**src/rtl/flash_prot_pkg.sv**
```systemverilog
package flash_prot_pkg;

    localparam int BLK_W     = 7;
    localparam int ST_W      = 8;
    localparam int ST_LOCK   = 1;
    localparam int ST_SUPPLY = 3;
    localparam int ST_PROG   = 4;
    localparam int ST_ERASE  = 5;
    localparam int PARAM_BLKS = 8;

    typedef enum logic [1:0] {
        VPP_LOCKOUT = 2'b00,
        VPP_LOW     = 2'b01,
        VPP_HIGH    = 2'b10,
        VPP_BAD     = 2'b11
    } vpp_code_e;

    typedef enum logic [1:0] {
        DEN_4M  = 2'd0,
        DEN_8M  = 2'd1,
        DEN_16M = 2'd2,
        DEN_32M = 2'd3
    } density_e;

    typedef enum logic {
        OP_PROGRAM = 1'b0,
        OP_ERASE   = 1'b1
    } op_e;

    typedef enum logic [2:0] {
        V_GRANT  = 3'd0,
        V_PWRDN  = 3'd1,
        V_SUPPLY = 3'd2,
        V_RANGE  = 3'd3,
        V_LOCKED = 3'd4
    } verdict_e;

    typedef struct packed {
        logic             valid;
        op_e              op;
        logic [BLK_W-1:0] blk;
        logic             wp_hi;
        logic             pd_hi;
        vpp_code_e        vpp;
        logic             top_boot;
        density_e         den;
    } req_t;

    // Parameter blocks plus main blocks, where the main-block count doubles per density step.
    function automatic logic [BLK_W:0] block_count(density_e d);
        int n;
        n = (PARAM_BLKS - 1) + (PARAM_BLKS << int'(d));
        return (BLK_W+1)'(n);
    endfunction

    function automatic logic vpp_writable(vpp_code_e v);
        return (v == VPP_LOW) || (v == VPP_HIGH);
    endfunction

endpackage

```
**src/rtl/fp_block_map.sv**
```systemverilog
module fp_block_map
    import flash_prot_pkg::*;
(
    input  logic             top_boot,
    input  density_e         den,
    input  logic [BLK_W-1:0] blk,
    output logic             in_range,
    output logic             lockable
);
    localparam logic [BLK_W:0] ONE = (BLK_W+1)'(1);
    localparam logic [BLK_W:0] TWO = (BLK_W+1)'(2);

    logic [BLK_W:0] cnt;
    logic [BLK_W:0] blk_x;

    always_comb begin
        cnt      = block_count(den);
        blk_x    = {1'b0, blk};
        in_range = blk_x < cnt;
        if (top_boot)
            lockable = (blk_x == cnt - ONE) || (blk_x == cnt - TWO);
        else
            lockable = blk_x < TWO;
    end
endmodule

```
**src/rtl/fp_verdict.sv**
```systemverilog
module fp_verdict
    import flash_prot_pkg::*;
(
    input  req_t            rq,
    input  logic            in_range,
    input  logic            lockable,
    output verdict_e        verdict,
    output logic [ST_W-1:0] err_bits
);
    always_comb begin
        verdict  = V_GRANT;
        err_bits = '0;
        if (!rq.pd_hi) begin
            verdict           = V_PWRDN;
            err_bits[ST_LOCK] = 1'b1;
        end else if (!vpp_writable(rq.vpp)) begin
            verdict             = V_SUPPLY;
            err_bits[ST_SUPPLY] = 1'b1;
        end else if (!in_range) begin
            verdict = V_RANGE;
        end else if (lockable && !rq.wp_hi) begin
            verdict           = V_LOCKED;
            err_bits[ST_LOCK] = 1'b1;
        end
        if (verdict != V_GRANT) begin
            if (rq.op == OP_ERASE) err_bits[ST_ERASE] = 1'b1;
            else                   err_bits[ST_PROG]  = 1'b1;
        end
    end
endmodule

```
**src/rtl/fp_status_reg.sv**
```systemverilog
module fp_status_reg
    import flash_prot_pkg::*;
(
    input  logic            clk,
    input  logic            rst,
    input  logic            clr,
    input  logic            set_en,
    input  logic [ST_W-1:0] set_bits,
    output logic [ST_W-1:0] status
);
    always_ff @(posedge clk) begin
        if (rst)
            status <= '0;
        else
            status <= (clr ? '0 : status) | (set_en ? set_bits : '0);
    end

    // without a clear, no set bit is ever lost
    p_sticky_r9: assert property (@(posedge clk) disable iff (rst)
        !clr |=> ((status & $past(status)) == $past(status)));

    // only the four defined error positions can ever be set
    p_defined_bits_r8: assert property (@(posedge clk) disable iff (rst)
        (status & ~(ST_W'(1) << ST_LOCK | ST_W'(1) << ST_SUPPLY |
                    ST_W'(1) << ST_PROG | ST_W'(1) << ST_ERASE)) == '0);
endmodule

```
**src/rtl/flash_wprot_arbiter.sv**
```systemverilog
module flash_wprot_arbiter
    import flash_prot_pkg::*;
(
    input  logic             clk,
    input  logic             rst,
    input  logic             req_valid,
    input  logic             req_erase,
    input  logic [BLK_W-1:0] req_block,
    input  logic             wp_level,
    input  logic             pd_level,
    input  logic [1:0]       vpp_code,
    input  logic             top_boot,
    input  logic [1:0]       density,
    input  logic             clr_status,
    output logic             grant,
    output logic             reject,
    output logic [ST_W-1:0]  status
);
    req_t            rs;
    logic            in_range;
    logic            lockable;
    verdict_e        verdict;
    logic [ST_W-1:0] err_bits;

    // Request register: every input that matters is captured together.
    always_ff @(posedge clk) begin
        if (rst) begin
            rs <= '0;
        end else begin
            rs.valid    <= req_valid;
            rs.op       <= req_erase ? OP_ERASE : OP_PROGRAM;
            rs.blk      <= req_block;
            rs.wp_hi    <= wp_level;
            rs.pd_hi    <= pd_level;
            rs.vpp      <= vpp_code_e'(vpp_code);
            rs.top_boot <= top_boot;
            rs.den      <= density_e'(density);
        end
    end

    fp_block_map u_map (
        .top_boot (rs.top_boot),
        .den      (rs.den),
        .blk      (rs.blk),
        .in_range (in_range),
        .lockable (lockable)
    );

    fp_verdict u_verdict (
        .rq       (rs),
        .in_range (in_range),
        .lockable (lockable),
        .verdict  (verdict),
        .err_bits (err_bits)
    );

    always_ff @(posedge clk) begin
        if (rst) begin
            grant  <= 1'b0;
            reject <= 1'b0;
        end else begin
            grant  <= rs.valid && (verdict == V_GRANT);
            reject <= rs.valid && (verdict != V_GRANT);
        end
    end

    fp_status_reg u_status (
        .clk      (clk),
        .rst      (rst),
        .clr      (clr_status),
        .set_en   (rs.valid),
        .set_bits (err_bits),
        .status   (status)
    );

    // never both answers at once
    p_one_answer_r2: assert property (@(posedge clk) disable iff (rst)
        !(grant && reject));

    // a registered request is always answered on the next edge
    p_answered_r2: assert property (@(posedge clk) disable iff (rst)
        rs.valid |=> (grant || reject));

    // no answer without a registered request
    p_quiet_r2: assert property (@(posedge clk) disable iff (rst)
        !rs.valid |=> (!grant && !reject));

    // power-down low rejects and flags the lock bit
    p_pwrdn_r5: assert property (@(posedge clk) disable iff (rst)
        (rs.valid && !rs.pd_hi) |=> (reject && status[ST_LOCK]));

    // an unusable supply rejects and flags the supply bit
    p_supply_r6: assert property (@(posedge clk) disable iff (rst)
        (rs.valid && rs.pd_hi && (rs.vpp == VPP_LOCKOUT || rs.vpp == VPP_BAD))
        |=> (reject && status[ST_SUPPLY]));

    // the protected pair is never granted while write-protect is low
    p_wp_lock_r4: assert property (@(posedge clk) disable iff (rst)
        (rs.valid && lockable && !rs.wp_hi) |=> !grant);
endmodule

```
**config.mk**
```make
export PLATFORM = sky130hd
export DESIGN_NAME = flash_wprot_arbiter
export DESIGN_NICKNAME = d
export VERILOG_FILES = /design/src/rtl/flash_prot_pkg.sv /design/src/rtl/fp_block_map.sv /design/src/rtl/fp_verdict.sv /design/src/rtl/fp_status_reg.sv /design/src/rtl/flash_wprot_arbiter.sv
export SDC_FILE = /design/constraint.sdc
export NUM_CORES = 1
export LEC_CHECK = 0
export ABC_AREA = 1
export BUFFER_PORTS_ARGS = -buffer_cell sky130_fd_sc_hd__buf_2
export CAP_MARGIN = 5
export CORE_UTILIZATION = 43
export DETAILED_ROUTE_END_ITERATION = 6
export PLACE_DENSITY = 0.78
export SYNTH_ARGS = -nofsm -noshare
export SYNTH_HDL_FRONTEND = slang
export SYNTH_SLANG_ARGS = --single-unit
```
**constraint.sdc**
```tcl
create_clock -name clk -period 1.3 [get_ports clk]
set_input_delay 0.13 -clock clk [delete_from_list [all_inputs] [get_ports clk]]
set_output_delay 0.13 -clock clk [all_outputs]
set_load 0.05 [all_outputs]
```
==> results.cfg <==
[run_status]
status = finished, violations left
violations = negative setup slack

[finish]
nets = 173
final_cell_mix = inv_1, nor2_1, buf_2
diodes = 0
stdcell_area_sq_mm = 0.00111
final_common_cell = inv_1
area_growth_pct = 21.1
finalNonFillerCells = 175
final_layout_size_suffix_gt1_share_pct = 29.1

[sta]
finalSetupTns_ns = -0.563
fmax_ghz = 0.693
min_period_ns = 1.44
skew_ns = 0.00191
finalHoldViolCount = 0
timing.final.ws_setup_ns = -0.144
slew_violations = 0
period_share_pct = 111
setup_violations = 5
grt_setup_unrepaired = yes

[power]
power_density_mw_per_mm2 = 1090
peakVddDrop_v = 0.000680
power.leakage_nw = 0.633

[place]
hpwl_microns = 1130
portBuffers = 24
dpl-instance-area_sq_mm = 0.00107
dp.cells = 172
gp_congestion = 0.706
dp_slack_ns = -0.121

[synth]
synth_cells = 123
synthXorXnorAreaFrac_pct = 0.955
yosys_register_bits = 22
synth_top_family_by_area = simple AND/OR/NAND/NOR gates
ys_seq_area_share_pct = 48.0
yosysWarnings = 0
synth_area_sq_um = 917
synth_fa_ha_area_share_pct = 5.46
synth-compound-area-share_pct = 2.59
synth_cell_types = 18
synth_area_per_cell_sq_um = 7.46
synth-simple-area-share_pct = 26.3
synthMuxAreaShare_pct = 0

[clocking]
clk_pin_slew_ns = 0.10
post_cts_buffers = 0
hold_buffers = 0
cts_buffers = 3
cts_tree = done
cts_root_buf = clkbuf_4
clockBufferDepth = 2
h-tree-depth = 1
clk_latency_ns = 0.29
cts.sinks = 22

[routing]
detail-route-antenna-nets = 0
met1_length_microns = 618
vias = 727
vias_per_cell = 4.15
wl_microns = 1400
drt_iter0_drc = 11
wl_met3_microns = 65
wl_met2_microns = 692
wl_per_cell_microns = 7.97
dr.pass1.iters = 4
drc = 0
highest_layer = met4

[global_route]
antenna_found_initial = 0
grt.total_usage_pct = 13.2
grt_max_degree = 17
grt_pass1_wl_microns = 2060
grt.overflow.total = 0
grt_pass1_vias = 514

[critical_path]
crit_top_cell = nand2_1
setup.worst_path.start_class = flip-flop
crit_type = reg -> reg
end_kind = flip-flop
crit_path_max_fanout = 4
crit_start = rs[0]
timing.critical_path.depth = 9
worst_r2r_startpoint = rs[0]
path_cells = inv_2, nand2_1, ha_1, nand2_2, o21ai_2, a21oi_2, nand4_2, nand3_1, nand2_1
crit_buf_inv = 1
timing.critical_path.slowest_cell_delay_ns = 0.35
crit_slowest_cell = dfxtp_2
rr_worst_depth = 9
worstPathArrival_ns = 1.64
crit_family = simple AND/OR/NAND/NOR gates
critPathRequiredTime_ns = 1.50

[die]
dieArea_sq_mm = 0.00232
rows = 16
die_width_microns = 48.2
ios = 29
core_sq_mm = 0.00198
die_h_microns = 48.2
start_util_pct = 46.3

[hold_path]
hp-class = in -> reg
hold_path_startpoint = density[0]
min_path_cells = 3

[job]
cap_violations = 0
==> sequential cells by signal, summed over array words and instances (netlist names) <==
name	flops
rs	16
u_status.status	4
grant	1
reject	1
==> area by class of cell <==
cell class / instances / area [sq um]
Clock buffer: 3 / 22.5
Fill cell: 195 / 871
Inverter: 29 / 109
Multi-Input combinational cell: 69 / 375
Sequential cell: 22 / 443
Tap cell: 27 / 33.8
Timing Repair Buffer: 25 / 128
==> worst paths after layout <==
check / endpoint / slack (ns)
worst max-delay path: u_status.status[5] / -0.14
worst min-delay path: rs[0] / 0.03
worst max register to register: u_status.status[5] / -0.14
worst min register to register: u_status.status[5] / 0.45
==> report_power, final <==
group	switching (mW)	leakage (nW)	internal, mW
Clock	0.173	0.0138	0.108
Combinational	0.124	0.436	0.0722
Sequential	0.0218	0.183	0.708
==> cell usage after synthesis (all sizes together) <==
cell type  number  area [sq um]
inv            29           109
nand2          24          92.6
nor2           24          90.1
dfxtp          22           440
buf             6          40.0
nand3           6          40.0
ha              4          50.1
a21oi           2          13.8
nand4           2          18.8
o21ai           2          10.0
conb            1          3.75
xor2            1          8.76
==> tightest hold or removal path, stage by stage <==
cell and delay, ns:
buf_2 0.09, inv_1 0.04, nor2_1 0.03
==> metal layers <==
| layer | vias up | global-route usage [%] |
|---|---|---|
| li1 | 401 | - |
| met1 | 301 | 16.4 |
| met2 | 23 | 20.0 |
| met3 | 2 | 2.59 |
| met4 | 0 | 10.0 |
| met5 | - | 0 |
==> timing repair <==
action,4_1_cts,5_1_grt
setup endpoints to repair,5,5
resized for setup,1,3
pin swaps,0,7
==> stage by stage <==
step	total power [mW]	util (%)	hold slack, ns
2_1_floorplan	0.893	-	0.230
3_3_place_gp	0.928	53.9	0.330
3_5_place_dp	0.935	53.9	0.335
4_1_cts	1.22	55.6	0.0180
5_1_grt	1.27	56.1	0.0135
6_report	1.21	56.1	0.0282
==> cell families after synthesis <==
family,Yosys count
AND/OR/NAND/NOR,56
buffers and inverters,35
flip-flops,22
AO/OA/AOI/OAI,4
adder cells (fa/ha/maj),4
XOR/XNOR,1
other,1
Power figures use the tool's default switching activity.
